===== config.mk =====
export PLATFORM = sky130hd
export DESIGN_NAME = tamper_detect
export DESIGN_NICKNAME = d
export VERILOG_FILES = /design/src/rtl/tamper_pkg.sv /design/src/rtl/tamper_sync.sv /design/src/rtl/tamper_chan.sv /design/src/rtl/tamper_detect.sv
export SDC_FILE = /design/constraint.sdc
export NUM_CORES = 1
export LEC_CHECK = 0
export ABC_CLOCK_PERIOD_IN_PS = 6200
export BUFFER_PORTS_ARGS = -buffer_cell sky130_fd_sc_hd__buf_2
export CORE_MARGIN = 10
export CORE_UTILIZATION = 40
export CTS_CLUSTER_SIZE = 30
export DETAILED_ROUTE_END_ITERATION = 10
export PLACE_DENSITY = 0.7
export SETUP_SLACK_MARGIN = 0.4
export SYNTH_ARGS = -nofsm -noshare
export SYNTH_HDL_FRONTEND = slang
export SYNTH_HIERARCHICAL = 1
export SYNTH_SLANG_ARGS = --single-unit
export TNS_END_PERCENT = 10

===== constraint.sdc =====
create_clock -name clk -period 6.2 [get_ports clk]
set_input_delay 0.93 -clock clk [delete_from_list [all_inputs] [get_ports clk]]
set_output_delay 0.93 -clock clk [all_outputs]
set_load 0.05 [all_outputs]

===== src/rtl/tamper_pkg.sv =====
package tamper_pkg;

   localparam int CTRL_W  = 32;
   localparam int POL_LSB = 16;
   localparam int DEB_LSB = 24;
   localparam int MAX_CH  = 8;

   typedef enum logic [1:0] {
      ACT_OFF     = 2'd0,
      ACT_WAKE    = 2'd1,
      ACT_CAPTURE = 2'd2,
      ACT_SHIELD  = 2'd3
   } act_e;

   function automatic act_e ctrl_act(input logic [CTRL_W-1:0] w, input int ch);
      return act_e'(w[2*ch +: 2]);
   endfunction

   function automatic logic ctrl_pol(input logic [CTRL_W-1:0] w, input int ch);
      return w[POL_LSB + ch];
   endfunction

   function automatic logic ctrl_deb(input logic [CTRL_W-1:0] w, input int ch);
      return w[DEB_LSB + ch];
   endfunction

endpackage


===== src/rtl/tamper_sync.sv =====
module tamper_sync #(
   parameter int STAGES = 2
) (
   input  logic clk,
   input  logic rst_n,
   input  logic d,
   output logic q
);
   logic [STAGES-1:0] sr;

   always_ff @(posedge clk or negedge rst_n) begin
      if (!rst_n) sr <= '0;
      else        sr <= {sr[STAGES-2:0], d};
   end

   assign q = sr[STAGES-1];
endmodule


===== src/rtl/tamper_chan.sv =====
module tamper_chan
   import tamper_pkg::*;
#(
   parameter int SYNC_STAGES = 2,
   parameter int DEB_TICKS   = 3
) (
   input  logic clk,
   input  logic rst_n,
   input  logic enable,
   input  act_e mode,
   input  logic pol,
   input  logic deb_en,
   input  logic slow_tick,
   input  logic ref_bit,
   input  logic pin_in,
   output logic pin_out,
   output logic hit
);
   logic pin_s;
   logic lvl;
   logic prev;
   logic edge_hit;
   logic shield;
   logic settled;
   logic mismatch;
   logic [SYNC_STAGES:0] dly;

   tamper_sync #(.STAGES(SYNC_STAGES)) u_sync (
      .clk   (clk),
      .rst_n (rst_n),
      .d     (pin_in),
      .q     (pin_s)
   );

   generate
      if (DEB_TICKS > 0) begin : g_deb
         localparam int CW = $clog2(DEB_TICKS + 1);
         logic          filt;
         logic [CW-1:0] cnt;

         always_ff @(posedge clk or negedge rst_n) begin
            if (!rst_n) begin
               filt <= 1'b0;
               cnt  <= '0;
            end else if (!deb_en || pin_s == filt) begin
               filt <= pin_s;
               cnt  <= '0;
            end else if (slow_tick) begin
               if (cnt == CW'(DEB_TICKS - 1)) begin
                  filt <= pin_s;
                  cnt  <= '0;
               end else begin
                  cnt <= cnt + 1'b1;
               end
            end
         end

         assign lvl = deb_en ? filt : pin_s;
      end else begin : g_nodeb
         assign lvl = pin_s;
      end
   endgenerate

   always_ff @(posedge clk or negedge rst_n) begin
      if (!rst_n) begin
         prev <= 1'b0;
         dly  <= '0;
      end else begin
         prev <= lvl;
         dly  <= {dly[SYNC_STAGES-1:0], pin_out};
      end
   end

   assign edge_hit = (lvl != prev) && (lvl == pol);
   assign shield   = enable && (mode == ACT_SHIELD);
   assign pin_out  = shield & ref_bit;
   assign settled  = dly[SYNC_STAGES-1] == dly[SYNC_STAGES];
   assign mismatch = pin_s != dly[SYNC_STAGES-1];

   always_comb begin
      hit = 1'b0;
      if (enable) begin
         unique case (mode)
            ACT_WAKE, ACT_CAPTURE: hit = edge_hit;
            ACT_SHIELD:            hit = settled && mismatch;
            default:               hit = 1'b0;
         endcase
      end
   end
endmodule


===== src/rtl/tamper_detect.sv =====
module tamper_detect
   import tamper_pkg::*;
#(
   parameter  int NUM_CH      = 8,
   parameter  int TS_W        = 32,
   parameter  int SYNC_STAGES = 2,
   parameter  int DEB_TICKS   = 3,
   localparam int CH_W        = (NUM_CH > 1) ? $clog2(NUM_CH) : 1
) (
   input  logic              clk,
   input  logic              rst_n,
   input  logic              enable,
   input  logic              ctrl_we,
   input  logic [CTRL_W-1:0] ctrl_wdata,
   output logic [CTRL_W-1:0] ctrl_rdata,
   input  logic              slow_tick,
   input  logic              shield_ref,
   input  logic [NUM_CH-1:0] tamp_in,
   output logic [NUM_CH-1:0] tamp_out,
   input  logic [TS_W-1:0]   ts_count,
   input  logic              flag_clr_we,
   input  logic [NUM_CH-1:0] flag_clr,
   output logic [NUM_CH-1:0] flags,
   output logic              ts_valid,
   output logic [TS_W-1:0]   ts_value,
   output logic [CH_W-1:0]   ts_chan,
   output logic              wake
);
   if (NUM_CH < 1 || NUM_CH > MAX_CH) begin : g_bad_ch
      $error("tamper_detect: NUM_CH must lie in 1..8");
   end
   if (SYNC_STAGES < 2) begin : g_bad_sync
      $error("tamper_detect: SYNC_STAGES must be at least 2");
   end
   if (TS_W < 1) begin : g_bad_ts
      $error("tamper_detect: TS_W must be positive");
   end

   logic [CTRL_W-1:0] ctrl_q;
   logic              ref_q;
   logic [NUM_CH-1:0] hit;
   logic [NUM_CH-1:0] cap_mask;
   logic [NUM_CH-1:0] wake_mask;
   logic [NUM_CH-1:0] clr_eff;
   logic [NUM_CH-1:0] cap_hit;
   logic [CH_W-1:0]   cap_idx;
   logic              ts_keep;

   always_ff @(posedge clk or negedge rst_n) begin
      if (!rst_n) begin
         ctrl_q <= '0;
         ref_q  <= 1'b0;
      end else begin
         ref_q <= shield_ref;
         if (ctrl_we && !enable) ctrl_q <= ctrl_wdata;
      end
   end

   assign ctrl_rdata = ctrl_q;

   for (genvar i = 0; i < NUM_CH; i++) begin : g_ch
      act_e mode_i;
      assign mode_i       = ctrl_act(ctrl_q, i);
      assign cap_mask[i]  = (mode_i == ACT_CAPTURE) || (mode_i == ACT_SHIELD);
      assign wake_mask[i] = (mode_i == ACT_WAKE);

      tamper_chan #(
         .SYNC_STAGES (SYNC_STAGES),
         .DEB_TICKS   (DEB_TICKS)
      ) u_chan (
         .clk       (clk),
         .rst_n     (rst_n),
         .enable    (enable),
         .mode      (mode_i),
         .pol       (ctrl_pol(ctrl_q, i)),
         .deb_en    (ctrl_deb(ctrl_q, i)),
         .slow_tick (slow_tick),
         .ref_bit   (ref_q),
         .pin_in    (tamp_in[i]),
         .pin_out   (tamp_out[i]),
         .hit       (hit[i])
      );
   end

   assign clr_eff = flag_clr_we ? flag_clr : '0;
   assign cap_hit = hit & cap_mask;
   assign ts_keep = ts_valid && !(clr_eff[ts_chan] && !hit[ts_chan]);

   always_comb begin
      cap_idx = '0;
      for (int i = NUM_CH - 1; i >= 0; i--) begin
         if (cap_hit[i]) cap_idx = CH_W'(i);
      end
   end

   always_ff @(posedge clk or negedge rst_n) begin
      if (!rst_n) begin
         flags    <= '0;
         ts_valid <= 1'b0;
         ts_value <= '0;
         ts_chan  <= '0;
      end else begin
         flags <= (flags & ~clr_eff) | hit;
         if (!ts_keep && (|cap_hit)) begin
            ts_valid <= 1'b1;
            ts_value <= ts_count;
            ts_chan  <= cap_idx;
         end else begin
            ts_valid <= ts_keep;
         end
      end
   end

   assign wake = |(flags & wake_mask);
endmodule


Yosys cells after proc, flatten, opt, wreduce, memory -nomap -nowiden:

Index checks and enable logic that the tools add are counted.
W data, S select, Z words.

* eq/ne operators: 72
* reduce and logical (&&, ||, !) cells: 90
* bitwise logic cells: 13
* add/sub/neg operators: 8
* magnitude comparators: 1
* multiplexer cells: 86

Operators by type and width (number)
* $eq A2 B2 Y1 const B: 24
* $mux W2: 24
* $mux W1: 43
* $reduce_bool A2 Y1: 16
* $logic_and A1 B1 Y1: 28
* $and A8 B8 Y8: 3
* $eq A1 B1 Y1: 24
* $mux W3: 8
* $add A2 B1 Y2 const B: 8
* $eq A2 B1 Y1 const B: 8
* $logic_or A1 B1 Y1: 16
* $ne A1 B1 Y1: 16
* $pmux W1 S2: 8
* $reduce_and A2 Y1: 8
* $reduce_or A2 Y1: 8
* $reduce_or A8 Y1: 2
* $logic_not A1 Y1: 12
* $and A1 B1 Y1: 8
* $mux W8: 1
* $not A8 Y8: 1
* $or A8 B8 Y8: 1
* $bmux W1 S3: 2
* $lt A3 B4 Y1 const B: 1

* word-level logic and storage cells: 316
* bits of input ports: 87
* register bits: 149
* output and inout bits: 85

Longest topological paths before layout:

* word-level depth: 14
* mapped depth: 11

By module:

Netlist, hierarchy kept.

By module, submodules not included
* tamper_detect: sequential area each 1926.8 µm², instances 1, cells each 225, area an instance 3268.1 µm²
* tamper_chan (g_ch[1].u_chan ...): sequential area each 175.2 µm², instances 6, cells each 33, area an instance 367.9 µm²
* tamper_sync: sequential area each 50.0 µm², instances 8, cells each 2, area an instance 50.0 µm²
* tamper_chan (g_ch[0].u_chan): sequential area each 175.2 µm², instances 1, cells each 32, area an instance 366.6 µm²
* tamper_chan (g_ch[4].u_chan): sequential area each 175.2 µm², instances 1, cells each 33, area an instance 360.3 µm²

Least setup slack after synthesis:

Ideal clock, no wire load.

* path type: register to register
* start point: register ctrl_q[1], in the netlist ctrl_rdata[1]
* end point: register ts_chan[0]
* data required time: 6.075 ns
* stages on the path, launching flop included: 12
* period minus slack after synthesis: 3.498 ns
* data arrival time: 3.373 ns
* library setup time: 0.125 ns
* slack: 2.702 ns
* buffers on the path: 1
* cells stage by stage: dfrtp_1 -> inv_1 -> ha_1 -> clkinv_1 -> or4b_4 -> a311oi_2 -> nor3b_1 -> a311oi_1 -> o41ai_4 -> o22ai_4 -> buf_6 -> mux2_4

* cells in the longest elaborated chain, start to end: 12
* elaborated cells on any way between the ends: 18
* those cells by class: eq/ne (3); mux (5); bitwise (1); reduce/logical (9)

Ends and longest elaborated chain
* start: declaration: line tamper_detect.sv:39 `logic [CTRL_W-1:0] ctrl_q;`
* start signal: assignment: line tamper_detect.sv:55 `if (ctrl_we && !enable) ctrl_q <= ctrl_wdata;`
* $eq A2 B1 Y1 or $eq A2 B2 Y1 (tied branches): line tamper_chan.sv:83 `unique case (mode)`
* $reduce_or A2 Y1: line tamper_chan.sv:83
* $pmux W1 S2 (*): line tamper_chan.sv:83
* $mux W1 (*): line tamper_chan.sv:82 `if (enable) begin`
* via hit[0]: line tamper_detect.sv:41 `logic [NUM_CH-1:0] hit;`
* $bmux W1 S3: line tamper_detect.sv:87 `assign ts_keep = ts_valid && !(clr_eff[ts_chan] && !hit[ts_chan]);`
* $mux W1 (not written as such): line tamper_detect.sv:87
* $logic_not A1 Y1: line tamper_detect.sv:87
* $logic_and A1 B1 Y1: line tamper_detect.sv:87
* $logic_not A1 Y1: line tamper_detect.sv:87
* $logic_and A1 B1 Y1: line tamper_detect.sv:87
* $logic_not A1 Y1: line tamper_detect.sv:104 `if (!ts_keep && (|cap_hit)) begin`
* $logic_and A1 B1 Y1: line tamper_detect.sv:104
* end signal: assignment: line tamper_detect.sv:107 `ts_chan <= cap_idx;`
* end: declaration: line tamper_detect.sv:26 `output logic [CH_W-1:0] ts_chan,`

The timed path passes the listed nets; every way through them passes the cells marked *. The select of a mux whose other input is x is not followed.
A chain may end at the register's enable or synchronous reset.

Final worst setup path:

* start point: register ctrl_q[1], in the netlist ctrl_rdata[1]
* end point: register ts_value[11]

* cells in the longest elaborated chain, start to end: 12
* elaborated cells on any way between the ends: 17
* those cells by class: eq/ne (3); mux (4); bitwise (1); reduce/logical (9)

Ends and longest elaborated chain
* $eq A2 B1 Y1 or $eq A2 B2 Y1 (tied branches): line tamper_chan.sv:83
* $reduce_or A2 Y1: line tamper_chan.sv:83
* $pmux W1 S2 (*): line tamper_chan.sv:83
* $mux W1 (*): line tamper_chan.sv:82
* via hit[0]: line tamper_detect.sv:41
* $bmux W1 S3: line tamper_detect.sv:87
* $mux W1 (not written as such): line tamper_detect.sv:87
* $logic_not A1 Y1: line tamper_detect.sv:87
* $logic_and A1 B1 Y1: line tamper_detect.sv:87
* $logic_not A1 Y1: line tamper_detect.sv:87
* $logic_and A1 B1 Y1: line tamper_detect.sv:87
* $logic_not A1 Y1: line tamper_detect.sv:104
* $logic_and A1 B1 Y1 (*): line tamper_detect.sv:104
* end signal: assignment: line tamper_detect.sv:106 `ts_value <= ts_count;`
* end: declaration: line tamper_detect.sv:25 `output logic [TS_W-1:0] ts_value,`

Marked as above.

==> run metrics <==
DR pass1 iterations 4; hold buffer count at cts 0; overall power 3.92 mW; CTS tree yes; fin crit share 60.2%; outcome finished, final reports clean; critical path launch point type register; Tightest Pin Transition 1.10 ns; compound-gate portion of the synthesized area 6.75%; synthesis-to-finish area growth 26.5%; vias in the first global route 4,950; Die Width 148 um; Synth Area in Simple Gates 13.1%; Synth Area in XOR/XNOR 1.06%; Main synth FF type dfrtp_1; setup_tns 0 ns; Buffers & Inverters on Critical Path 3; Seq/Total Area, Yosys 56.5%; yosys warns 6; share of cells above drive strength 1 42.4%; I/O pin total 172; mux contribution to synthesized area 16.3%; main combinational cell family by area after synthesis multiplexers; Die Y 148 um; clock-pin slew on the worst setup and hold paths 0.06 ns; H-tree depth 4; first-pass GRT wire length 26.9 mm; # fillers 1,430; Max Root-Sink Buffers 2; GRT Max-Usage Layer met2; synthesized instance count 504; CP max stage cell buf_4; post-DP HPWL 12.5 mm; synthesized area 6600 um^2; Core Region 16,100 um^2; Initial Utilization 41.1%; Final Max Slew Viols 0; worst-path maximum fanout 34; largest net degree at the start of global routing 99; # rows 46; CTS Sinks 149; met3 usage 6.34%; clk_lat worst skew 0.42 ns; via count 4,612; drt via density 5.00; Final Skew 0.0149 ns; total track usage 15.5%; Mapped Avg Cell Area 13.1 um^2; post-CTS resize count 0; Max VDD drop 279 uV; most common cell after layout, fill and taps aside buf_2; die area 22,000 um^2; Post-synth EDFFs 0; syn nets 607; crit path kind register to register; grt ovf 0; fmax 0.268 GHz; DRT antenna net count 0; antenna violations before repair 7; CTS Buf Count 17; Hold Fails Final Rpt 0; DR WL/cell 18.3 um; Power Dens Cells 469 nW/um^2; Async S/R FF share, synth 100%; met2 Use GR 24.0%; Root Driver clkbuf_16; setup violators final 0; Critical Path AT 4.04 ns; number of remaining DRC errors 0; count of max-cap constraint violations 0; distinct cell type count after synthesis 39; CP max stage delay 0.52 ns; RSZ-0062 raised after global routing no; static leakage 4.26 nW; Final Wtd Congestion 0.827; critical path cell sequence inv_1 -> ha_1 -> clkinv_1 -> or4b_4 -> a311oi_2 -> nor3b_1 -> a311oi_1 -> o41ai_4 -> o22ai_4 -> buf_4 -> mux2_2; number of port buffers 171; met1 usage 18.5%; WL final 16.9 mm; Period minus WS final 3.73 ns; Worst EP required 6.50 ns; Min-Delay Path Class register to register; most frequent cells in the layout buf_2, dfrtp_1, nand2_1; layout net count 791; Slew HR 26.7%; # Post-CTS Setup Buffers 0; delay-heaviest family, CP compound AO/OA/AOI/OAI gates; #FFs+latches synth 149; Detailed Route Iter0 Violations 156; Synth Area in Adders 3.03%; Worst setup EP type register
[cells by family after synthesis]
group / count (synthesis)
buf+inv: 52
simple gates: 141
flops: 149
mux: 83
compound gates: 55
xor+xnor: 8
fa+ha+maj: 16
[power breakdown]
part | switching (mW) | internal (mW)
sequential | 0.173 | 1.18
clock | 0.414 | 0.691
combinational | 0.964 | 0.491
total | 1.55 | 2.37
[cell usage after synthesis (2+ instances only)]
master	instances	share of area [%]
dfrtp_1	149	56
a22oi_1	3	0.34
nand3b_1	13	1.5
nand2_1	44	2.5
mux2_4	38	8.6
clkinv_1	7	0.40
nor2_1	21	1.2
xor2_1	8	1.1
and3b_1	15	2.0
nor3b_1	17	1.9
mux2_2	37	6.3
a21o_1	5	0.57
o21ai_1	8	0.61
ha_1	16	3.0
and3_1	8	0.76
nand4b_1	8	1.1
nand3_1	3	0.23
a311oi_1	2	0.27
mux2_1	7	1.2
o21ai_0	5	0.38
a32oi_1	2	0.27
a21oi_1	15	1.1
or4b_4	7	1.5
a311oi_2	8	1.8
clkbuf_1	4	0.23
inv_1	37	2.1
buf_6	3	0.51
nor2b_1	3	0.28
[state kept, by name, indices dropped and copies added, names as in the netlist]
register,flops
g_ch.u_chan/g_deb.filt,8
g_ch.u_chan/prev,8
ctrl_rdata,32
ts_chan,3
ts_value,32
ref_q,1
g_ch.u_chan/g_deb.cnt,16
flags,8
ts_valid,1
g_ch.u_chan/dly,24
g_ch.u_chan/u_sync/sr,16
[path summary, 6_finish.rpt]
path / from / endpoint / slack (ns) / depth (start not counted)
setup / recovery: ctrl_rdata[1]$_DFFE_PN0P_ / ts_value[11]$_DFFE_PN0P_ / 2.47 / 11
hold / removal: g_ch[6].u_chan/u_sync/sr[0]$_DFF_PN0_ / g_ch[6].u_chan/u_sync/sr[1]$_DFF_PN0_ / 0.35 / 0
setup reg to reg: ctrl_rdata[1]$_DFFE_PN0P_ / ts_value[11]$_DFFE_PN0P_ / 2.47 / 11
hold reg to reg: g_ch[6].u_chan/u_sync/sr[0]$_DFF_PN0_ / g_ch[6].u_chan/u_sync/sr[1]$_DFF_PN0_ / 0.35 / 0
max in group asynchronous: rst_n / ts_value[14]$_DFFE_PN0P_ / 4.41 / 2
min in group asynchronous: rst_n / g_ch[0].u_chan/u_sync/sr[0]$_DFF_PN0_ / 0.58 / 1
[layout make-up]
cell class                 count  area, um^2  share of cell area, %
sequential                   149        3730                   44.6
multi-input combinational    303        2660                   31.9
timing repair buffer         173         877                   10.5
clock buffer                  19         443                   5.30
tap                          216         270                   3.24
clock inverter                13         194                   2.32
inverter                      44         165                   1.98
antenna                        5        12.5                  0.150
[metrics by stage]
| step | utilization (%) | cells | worst slack [ns] | cell area, um^2 | hold WS [ns] |
|---|---|---|---|---|---|
| 6_report | 52.0 | 922 | 2.47 | 8350 | 0.348 |
| 4_1_cts | 51.9 | 917 | 2.46 | 8340 | 0.349 |
| 5_1_grt | 52.0 | 922 | 2.23 | 8350 | 0.352 |
| 3_5_place_dp | 48.0 | 885 | 2.47 | 7700 | 0.335 |
| 2_1_floorplan | - | 504 | 2.70 | 6600 | 0.331 |
| 3_3_place_gp | 48.0 | 885 | 2.69 | 7700 | 0.332 |
[metal layers]
metal | vias to the layer above | part of all wire (%)
met5 | - | 0.16
met4 | 4 | 1.5
met3 | 19 | 7.8
met2 | 137 | 48
met1 | 2304 | 42
li1 | 2148 | -
No activity file was read; power rests on OpenSTA's default activity.
